==> src/rtl/dpb_pkg.sv <==
package dpb_pkg;

    typedef enum logic [2:0] {
        PH_IDLE,
        PH_SETUP,
        PH_STROBE,
        PH_HOLD,
        PH_RECOVER
    } phase_e;

    typedef enum logic {
        BUS_M68 = 1'b0,
        BUS_I80 = 1'b1
    } bus_mode_e;

    function automatic int ceil_div(input int num, input int den);
        return (num + den - 1) / den;
    endfunction

    function automatic int max2(input int a, input int b);
        return (a > b) ? a : b;
    endfunction

endpackage

==> src/rtl/dpb_seq.sv <==
module dpb_seq
    import dpb_pkg::*;
#(
    parameter int N_SU  = 1,
    parameter int N_ACT = 13,
    parameter int N_HLD = 2,
    parameter int N_REC = 22,
    parameter int CNT_W = 5
) (
    input  logic   clk_i,
    input  logic   rst_ni,
    input  logic   valid_i,
    output logic   ready_o,
    output logic   accept_o,
    output phase_e phase_o
);

    typedef struct packed {
        phase_e             phase;
        logic [CNT_W-1:0]   cnt;
    } seq_s;

    seq_s seq_d, seq_q;

    assign ready_o  = (seq_q.phase == PH_IDLE);
    assign accept_o = valid_i && ready_o;
    assign phase_o  = seq_q.phase;

    always_comb begin
        seq_d = seq_q;
        unique case (seq_q.phase)
            PH_IDLE: begin
                if (valid_i) begin
                    seq_d.phase = PH_SETUP;
                    seq_d.cnt   = CNT_W'(N_SU - 1);
                end
            end
            PH_SETUP: begin
                if (seq_q.cnt == '0) begin
                    seq_d.phase = PH_STROBE;
                    seq_d.cnt   = CNT_W'(N_ACT - 1);
                end else begin
                    seq_d.cnt = seq_q.cnt - 1'b1;
                end
            end
            PH_STROBE: begin
                if (seq_q.cnt == '0) begin
                    seq_d.phase = PH_HOLD;
                    seq_d.cnt   = CNT_W'(N_HLD - 1);
                end else begin
                    seq_d.cnt = seq_q.cnt - 1'b1;
                end
            end
            PH_HOLD: begin
                if (seq_q.cnt == '0) begin
                    seq_d.phase = PH_RECOVER;
                    seq_d.cnt   = CNT_W'(N_REC - 1);
                end else begin
                    seq_d.cnt = seq_q.cnt - 1'b1;
                end
            end
            PH_RECOVER: begin
                if (seq_q.cnt == '0) begin
                    seq_d.phase = PH_IDLE;
                end else begin
                    seq_d.cnt = seq_q.cnt - 1'b1;
                end
            end
            default: begin
                seq_d.phase = PH_IDLE;
                seq_d.cnt   = '0;
            end
        endcase
    end

    always_ff @(posedge clk_i) begin
        if (!rst_ni) begin
            seq_q.phase <= PH_IDLE;
            seq_q.cnt   <= '0;
        end else begin
            seq_q <= seq_d;
        end
    end


    busy_after_accept_chk: assert property (@(posedge clk_i) disable iff (!rst_ni)
        accept_o |=> !ready_o);

endmodule

==> src/rtl/dpb_capture.sv <==
module dpb_capture
    import dpb_pkg::*;
#(
    parameter int DATA_W = 8
) (
    input  logic              clk_i,
    input  logic              rst_ni,
    input  logic              idle_i,
    input  logic              accept_i,
    input  logic              mode_i,
    input  logic [DATA_W-1:0] data_i,
    input  logic              is_data_i,
    output bus_mode_e         mode_o,
    output logic              a0_o,
    output logic [DATA_W-1:0] data_o
);

    typedef struct packed {
        bus_mode_e         mode;
        logic              a0;
        logic [DATA_W-1:0] data;
    } cap_s;

    cap_s cap_d, cap_q;

    always_comb begin
        cap_d = cap_q;
        if (idle_i) begin
            cap_d.mode = bus_mode_e'(mode_i);
        end
        if (accept_i) begin
            cap_d.a0   = is_data_i;
            cap_d.data = data_i;
        end
    end

    always_ff @(posedge clk_i) begin
        if (!rst_ni) begin
            cap_q.mode <= BUS_M68;
            cap_q.a0   <= 1'b0;
            cap_q.data <= '0;
        end else begin
            cap_q <= cap_d;
        end
    end

    assign mode_o = cap_q.mode;
    assign a0_o   = cap_q.a0;
    assign data_o = cap_q.data;


    mode_frozen_chk: assert property (@(posedge clk_i) disable iff (!rst_ni)
        !idle_i |=> $stable(mode_o));

endmodule

==> src/rtl/dpb_pinmap.sv <==
module dpb_pinmap
    import dpb_pkg::*;
#(
    parameter int DATA_W = 8
) (
    input  logic              clk_i,
    input  logic              rst_ni,
    input  phase_e            phase_i,
    input  bus_mode_e         mode_i,
    input  logic              a0_i,
    input  logic [DATA_W-1:0] data_i,
    output logic              cs_n_o,
    output logic              a0_o,
    output logic              ctl_a_o,
    output logic              ctl_b_o,
    output logic [DATA_W-1:0] d_o,
    output logic              oe_o
);

    typedef struct packed {
        logic              cs_n;
        logic              a0;
        logic              ctl_a;
        logic              ctl_b;
        logic              oe;
        logic [DATA_W-1:0] d;
    } pin_s;

    pin_s pin_d, pin_q;
    logic selected;
    logic strobing;

    always_comb begin
        selected = (phase_i == PH_SETUP) || (phase_i == PH_STROBE) || (phase_i == PH_HOLD);
        strobing = (phase_i == PH_STROBE);
        pin_d.cs_n = !selected;
        pin_d.a0   = a0_i;
        pin_d.oe   = selected;
        pin_d.d    = data_i;
        if (mode_i == BUS_I80) begin
            pin_d.ctl_a = !strobing;
            pin_d.ctl_b = 1'b1;
        end else begin
            pin_d.ctl_a = !selected;
            pin_d.ctl_b = strobing;
        end
    end

    always_ff @(posedge clk_i) begin
        if (!rst_ni) begin
            pin_q.cs_n  <= 1'b1;
            pin_q.a0    <= 1'b0;
            pin_q.ctl_a <= 1'b1;
            pin_q.ctl_b <= 1'b0;
            pin_q.oe    <= 1'b0;
            pin_q.d     <= '0;
        end else begin
            pin_q <= pin_d;
        end
    end

    assign cs_n_o  = pin_q.cs_n;
    assign a0_o    = pin_q.a0;
    assign ctl_a_o = pin_q.ctl_a;
    assign ctl_b_o = pin_q.ctl_b;
    assign oe_o    = pin_q.oe;
    assign d_o     = pin_q.d;


    a0_hold_chk: assert property (@(posedge clk_i) disable iff (!rst_ni)
        !cs_n_o |=> (cs_n_o || $stable(a0_o)));


    data_hold_chk: assert property (@(posedge clk_i) disable iff (!rst_ni)
        !cs_n_o |=> (cs_n_o || $stable(d_o)));

endmodule

==> src/rtl/dpb_master.sv <==
module dpb_master
    import dpb_pkg::*;
#(
    parameter int DATA_W       = 8,
    parameter int CLK_PS       = 8000,
    parameter int T_CYCLE_PS   = 300000,
    parameter int T_ACTIVE_PS  = 100000,
    parameter int T_IDLE_PS    = 100000,
    parameter int T_DSETUP_PS  = 40000,
    parameter int T_DHOLD_PS   = 15000,
    parameter int T_ASETUP_PS  = 0,
    parameter int T_AHOLD_PS   = 0
) (
    input  logic              clk_i,
    input  logic              rst_ni,
    input  logic              mode_i,
    input  logic              req_valid_i,
    output logic              req_ready_o,
    input  logic [DATA_W-1:0] req_data_i,
    input  logic              req_is_data_i,
    output logic              bus_cs_n_o,
    output logic              bus_a0_o,
    output logic              bus_rwn_wrn_o,
    output logic              bus_en_rdn_o,
    output logic [DATA_W-1:0] bus_d_o,
    output logic              bus_d_oe_o
);

    localparam int N_SU    = max2(1, ceil_div(T_ASETUP_PS, CLK_PS));
    localparam int N_ACT   = max2(1, max2(ceil_div(T_ACTIVE_PS, CLK_PS),
                                          ceil_div(T_DSETUP_PS, CLK_PS)));
    localparam int N_HLD   = max2(1, max2(ceil_div(T_DHOLD_PS, CLK_PS),
                                          ceil_div(T_AHOLD_PS, CLK_PS)));
    localparam int N_INACT = ceil_div(T_IDLE_PS, CLK_PS);
    localparam int N_CYC   = ceil_div(T_CYCLE_PS, CLK_PS);
    localparam int N_TAIL  = max2(max2(N_CYC - N_SU - N_ACT, N_INACT - N_SU), N_HLD + 1);
    localparam int N_REC   = N_TAIL - N_HLD;
    localparam int CNT_W   = $clog2(max2(max2(N_ACT, N_TAIL), N_SU) + 1);
    localparam int GAP_W   = $clog2(N_INACT + 2);

    phase_e            phase;
    bus_mode_e         mode_q;
    logic              accept;
    logic              cap_a0;
    logic [DATA_W-1:0] cap_data;

    dpb_seq #(
        .N_SU  (N_SU),
        .N_ACT (N_ACT),
        .N_HLD (N_HLD),
        .N_REC (N_REC),
        .CNT_W (CNT_W)
    ) i_seq (
        .clk_i    (clk_i),
        .rst_ni   (rst_ni),
        .valid_i  (req_valid_i),
        .ready_o  (req_ready_o),
        .accept_o (accept),
        .phase_o  (phase)
    );

    dpb_capture #(
        .DATA_W (DATA_W)
    ) i_capture (
        .clk_i     (clk_i),
        .rst_ni    (rst_ni),
        .idle_i    (req_ready_o),
        .accept_i  (accept),
        .mode_i    (mode_i),
        .data_i    (req_data_i),
        .is_data_i (req_is_data_i),
        .mode_o    (mode_q),
        .a0_o      (cap_a0),
        .data_o    (cap_data)
    );

    dpb_pinmap #(
        .DATA_W (DATA_W)
    ) i_pinmap (
        .clk_i   (clk_i),
        .rst_ni  (rst_ni),
        .phase_i (phase),
        .mode_i  (mode_q),
        .a0_i    (cap_a0),
        .data_i  (cap_data),
        .cs_n_o  (bus_cs_n_o),
        .a0_o    (bus_a0_o),
        .ctl_a_o (bus_rwn_wrn_o),
        .ctl_b_o (bus_en_rdn_o),
        .d_o     (bus_d_o),
        .oe_o    (bus_d_oe_o)
    );

    // Strobe width and gap monitors feeding the properties below.
    logic             stb_act;
    logic             stb_act_q;
    logic [CNT_W-1:0] stb_len_q;
    logic [GAP_W-1:0] gap_q;

    assign stb_act = !bus_cs_n_o &&
                     ((mode_q == BUS_M68) ? bus_en_rdn_o : !bus_rwn_wrn_o);

    always_ff @(posedge clk_i) begin
        if (!rst_ni) begin
            stb_act_q <= 1'b0;
            stb_len_q <= '0;
            gap_q     <= GAP_W'(N_INACT);
        end else begin
            stb_act_q <= stb_act;
            stb_len_q <= stb_act ? stb_len_q + 1'b1 : '0;
            if (stb_act) begin
                gap_q <= '0;
            end else if (gap_q != GAP_W'(N_INACT)) begin
                gap_q <= gap_q + 1'b1;
            end
        end
    end


    strobe_width_chk: assert property (@(posedge clk_i) disable iff (!rst_ni)
        (stb_act_q && !stb_act) |-> (stb_len_q == CNT_W'(N_ACT)));


    strobe_gap_chk: assert property (@(posedge clk_i) disable iff (!rst_ni)
        (!stb_act_q && stb_act) |-> (gap_q >= GAP_W'(N_INACT)));


    m68_select_low_chk: assert property (@(posedge clk_i) disable iff (!rst_ni)
        (!bus_cs_n_o && mode_q == BUS_M68 && bus_en_rdn_o) |-> !bus_rwn_wrn_o);


    i80_read_high_chk: assert property (@(posedge clk_i) disable iff (!rst_ni)
        (!bus_cs_n_o && mode_q == BUS_I80) |-> bus_en_rdn_o);

endmodule

==> config.mk <==
export PLATFORM = sky130hd
export DESIGN_NAME = dpb_master
export DESIGN_NICKNAME = d
export VERILOG_FILES = /design/src/rtl/dpb_pkg.sv /design/src/rtl/dpb_seq.sv /design/src/rtl/dpb_capture.sv /design/src/rtl/dpb_pinmap.sv /design/src/rtl/dpb_master.sv
export SDC_FILE = /design/constraint.sdc
export NUM_CORES = 1
export LEC_CHECK = 0
export ABC_AREA = 1
export BUFFER_PORTS_ARGS = -buffer_cell sky130_fd_sc_hd__buf_2
export CORE_UTILIZATION = 38
export CTS_CLUSTER_SIZE = 16
export DETAILED_ROUTE_END_ITERATION = 10
export PLACE_DENSITY_LB_ADDON = 0.08
export SLEW_MARGIN = 20
export SYNTH_ARGS = -nofsm -noshare
export SYNTH_HDL_FRONTEND = slang
export SYNTH_SLANG_ARGS = --single-unit
==> constraint.sdc <==
create_clock -name clk_i -period 2.9 [get_ports clk_i]
set_input_delay 0.29 -clock clk_i [delete_from_list [all_inputs] [get_ports clk_i]]
set_output_delay 0.29 -clock clk_i [all_outputs]
set_load 0.02 [all_outputs]
### Word-level counts from Yosys, hierarchy flattened

Index checks and enable logic that the tools add are counted.

| word-level totals | value |
|---|---|
| flip-flop bits (word level) | 31 |
| input port bits | 13 |
| output and inout bits | 14 |

| cells by class | value |
|---|---|
| add/sub/neg operators | 1 |
| equality and inequality tests | 10 |
| mux-type cells | 11 |
| reductions and logical operators | 9 |

Operators by type and width:

| cell | number |
|---|---|
| $pmux 8 s5 | 1 |
| $mux 5 | 4 |
| $mux 3 | 4 |
| $ne 2x2->1 const B | 5 |
| $mux 8 | 1 |
| $eq 3x2->1 const B | 2 |
| $logic_not 5->1 | 1 |
| $reduce_and 5->1 | 1 |
| $sub 5x1->5 const B | 1 |
| $eq 3x1->1 const B | 1 |
| $eq 3x3->1 const B | 1 |
| $logic_not 3->1 | 1 |
| $logic_not 1->1 | 2 |
| $logic_or 1x1->1 | 2 |
| $mux 2 | 1 |
| $ne 2x1->1 const B | 1 |
| $reduce_and 2->1 | 1 |
| $logic_and 1x1->1 | 1 |

### Longest topological paths before layout

| depth | value |
|---|---|
| depth in word-level cells | 5 |
| depth in mapped cells | 10 |
| depth with buffers taken out | 10 |

### Hierarchy

Synthesis repeated with hierarchy kept, for this count alone.

| second synthesis, totals | value |
|---|---|
| cells, all modules | 207 |
| area total of the unflattened synthesis | 1503.9 sq um |

Modules (own cells, without submodules):

| module | instances | cells an instance | area each (sq um) | seq. area each (sq um) |
|---|---|---|---|---|
| dpb_seq | 1 | 99 | 623.1 | 160.2 |
| dpb_capture | 1 | 63 | 485.5 | 200.2 |
| dpb_pinmap | 1 | 45 | 395.4 | 260.2 |

### Worst setup path after synthesis

Ideal clock, no wire load.

| path | value |
|---|---|
| path kind | register to register |
| start point | register i_seq.seq_q[0] (netlist name) |
| end point | register i_seq.seq_q[2] (netlist name) |
| arrival time | 1153 ps |
| required time | 2768 ps |
| setup slack | 1615 ps |
| cell stages (with the launch flop) | 10 |
| path buffers | 0 |
| period minus slack after synthesis | 1285 ps |
| cells stage by stage | dfxtp_1 inv_1 ha_1 nand2_1 nor2_1 nand2_2 nand2_4 nor2_4 nand3_1 a21oi_1 |

| between the ends | value |
|---|---|
| cells in the longest elaborated chain, start to end | 3 |
| elaborated cells on any way between the ends | 9 |

Ends and longest elaborated chain:

| element | RTL line | text |
|---|---|---|
| start, declared | dpb_seq.sv:23 | `seq_s seq_d, seq_q;` |
| start signal, assigned | dpb_seq.sv:81 | `seq_q <= seq_d;` |
| $sub 5x1->5 / $logic_not 5->1 (equally long branches) | - |  |
| $mux 5 (tied with other cells) | dpb_seq.sv:63 | `if (seq_q.cnt == '0) begin` |
| $pmux 8 s5 / $reduce_and 2->1 (equally long branches) | - |  |

Parallel ways exist; a longest one is shown, timed or not. The select of a mux whose other input is x is not followed.
A chain may end at the register's enable or synchronous reset.

### Final worst setup path

| path | value |
|---|---|
| start point | register, netlist name i_seq.phase_o[2] |
| end point | output req_ready_o |

| between the ends | value |
|---|---|
| cells in the longest elaborated chain, start to end | 1 |

Ends and longest elaborated chain:

| element | RTL line | text |
|---|---|---|
| $logic_not 3->1 | dpb_seq.sv:25 | `assign ready_o = (seq_q.phase == PH_IDLE);` |
| end, declared | dpb_master.sv:18 | `output logic req_ready_o,` |

Every way passes these cells.

==> results by group <==
Placement
  • Routability cong.: 0.895
  • I/O Buffers: 26
  • DP Wirelength: 1990 µm
  • Pre-CTS WS: 1340 ps

Routing
  • Final wirelength: 2700 µm
  • Iteration-0 DRC Markers: 57
  • Vias: about 1200
  • Post-route DRC: 0
  • Antenna-violating nets left: 0
  • Router iterations before antenna repair: 4
  • Per-cell routed wire length: about 11 µm
  • Drt via density: 4.75

Yosys
  • Mean post-synth cell area: roughly 7.4 µm²
  • Yosys warnings: 0
  • Synth area leaders: dfxtp_1 (48%), nand2_1 (14%), a21oi_1 (7.7%)
  • Mapped cell area: 1290 µm²
  • Post-synth top area share: 47.9%
  • Synth Net Count: 191
  • Post-synthesis sequential area ratio: 47.9%
  • Synthesized flop and latch total: 31
  • Synth cell types: 22
  • Cell taking the most area after synthesis: dfxtp_1
  • Cells after Synth: about 180

Die
  • Cell Rows: 20
  • Die Y: 60.4 µm
  • Top-level I/O count: 27
  • Die width: around 60 µm
  • Die Area: roughly 3600 µm²
  • Core area: 3150 µm²
  • Initial core utilization: 41.1%

STA
  • Fin crit share: between 60 and 70%
  • Clock Skew: 15.8 ps
  • Final worst slack: 1130 ps
  • Hold Fails Final Rpt: 0
  • Relative slew slack: 65.9%
  • Slew @ Worst Pin: 508 ps
  • Final setup vio count: 0
  • Achievable Freq: 0.566 GHz
  • RSZ-0062 raised after global routing: false
  • Count of pins over their slew limit: 0
  • Tmin final: 1770 ps
  • Final setup TNS: 0 ps

Setup path
  • R2r worst-path depth: 9
  • Setup crit end kind: output port
  • R2R Path End: i_seq.seq_q[4]
  • Reg2Reg Setup Slack: 1390 ps
  • Critical Path Start Type: flip-flop
  • Crit path kind: reg -> out
  • CP max FO: 11
  • WP data arrival: 1480 ps
  • Crit path capture: req_ready_o
  • CP startpoint: i_seq.phase_o[2]
  • Req. time, crit path: 2610 ps
  • RR Startpoint: i_seq.seq_q[0]

CTS
  • CTS root buf: clkbuf_4
  • Bufs on Longest Clock Path: 2
  • Hold_buf cts: 0
  • Clock latency on the worst-skew pair: 330 ps
  • CTS tree: yes
  • Setup bufs post-CTS: 0
  • Clk sinks: 31
  • Clk pin slew, worst setup/hold paths: 100 ps
  • Cts repair resizes: 0
  • H-tree Lvls: 2
  • Total CTS buffers: 5

Global routing
  • Initial antenna violation count: 0
  • All-Layer GR Usage: 17.0%
  • Largest net degree at the start of global routing: 19
  • Global-route wire length before repair: 4440 µm
  • Vias in the first global route: 999
  • Total gr overflow: 0

Min path
  • Worst min-delay path category: in -> reg

Layout
  • Commonest non-fill, non-tap cell in the layout: nand2_1
  • Most frequent cells in the layout: nand2_1 (50), dfxtp_1 (31), buf_2 (26), a21oi_1 (20), nand3_1 (18)
  • Layout Area Growth over Synthesis: 16.9%
  • Antenna Cells: 0
  • Nets: 220
  • Layout cells sized above 1: 23.9%
  • Fillers: 332

Run status
  • Outcome: finished, final reports clean

Pwr
  • Power Density: 1150 nW/µm²
  • Static leakage: 0.756 nW
  • Worst VDD drop: approximately 0.00046 V

Job
  • Max-cap viol count: 0
## cell usage after synthesis, drive strengths merged
library cell  count
nor3              2
o21a              1
or2               2
o21ai             5
nand4             1
inv              21
nand3            18
nand2            54
nand3b            1
nor2             13
clkbuf            3
buf               1
a21oi            20
clkinv            1
ha                2
dfxtp            31
## per-layer routing
metal / up-vias / global-route usage (%) / share of wire [%]
met5: - / 0 / 0
met4: 0 / 9.97 / 1.6
met3: 5 / 4.48 / 5.4
met2: 39 / 25.6 / 45
met1: 523 / 21.9 / 48
li1: 615 / - / -
## power breakdown
part / switching [W] / total, W / internal [W] / leakage, nW
Clock: 0.000143 / 0.000255 / 0.000112 / 0.0341
Sequential: 0.0000739 / 0.000614 / 0.000540 / 0.254
Combinational: 0.000580 / 0.000872 / 0.000292 / 0.468
## worst min path at each step
stage	start	to	slack, ps	depth (start not counted)
floorplan	i_capture.a0_o	i_pinmap.a0_o	410	2
global placement	i_capture.data_o[2]	i_pinmap.d_o[2]	420	2
detailed placement	i_capture.data_o[3]	i_pinmap.d_o[3]	420	2
CTS	req_data_i[2]	i_capture.data_o[2]	210	3
global route	req_data_i[6]	i_capture.data_o[6]	220	3
finish	req_data_i[2]	i_capture.data_o[2]	220	3
## state kept, by name, indices dropped and copies added, names as in the netlist, 3 cells and up
name              flops
i_capture.data_o      8
i_seq.phase_o         3
i_pinmap.d_o          8
i_seq.seq_q           5
## logic make-up (layout without fill, tap and decap cells)
logic type | count (synthesis) | after routing | synth area share (%)
AOI/OAI and AO/OA | 26 | 26 | 10.2
DFF | 31 | 31 | 47.9
adders and majority gates | 2 | 2 | 1.93
buffers and inverters | 26 | 55 | 8.12
and+or+nand+nor | 91 | 91 | 31.8
## per-stage QoR
step	util, %	cell area (µm²)	power (W)	std cells	hold slack [ps]
global route	48.0	1510	0.00191	249	221
finish	48.0	1510	0.00174	249	220
detailed placement	46.2	1460	0.00149	242	416
CTS	48.0	1510	0.00175	249	210
floorplan	-	1290	0.00130	176	407
global placement	46.2	1460	0.00149	242	416
## critical path, stage by stage (launching register included)
cell and delay (ps):
dfxtp_1 380, nor2_1 230, nand2_1 140, inv_2 190, buf_2 200
## layout make-up
type                    instances  area [µm²]  share of cell area, %
flip-flops and latches         31         621                   41.0
clock inverters                 1        5.00                  0.331
repair buffers                 26         130                   8.60
inverters                      22        82.6                   5.45
multi-input cells             119         569                   37.6
well taps                      44        55.1                   3.64
clock buffers                   6        51.3                   3.39
(Power assumes the default switching activity.)
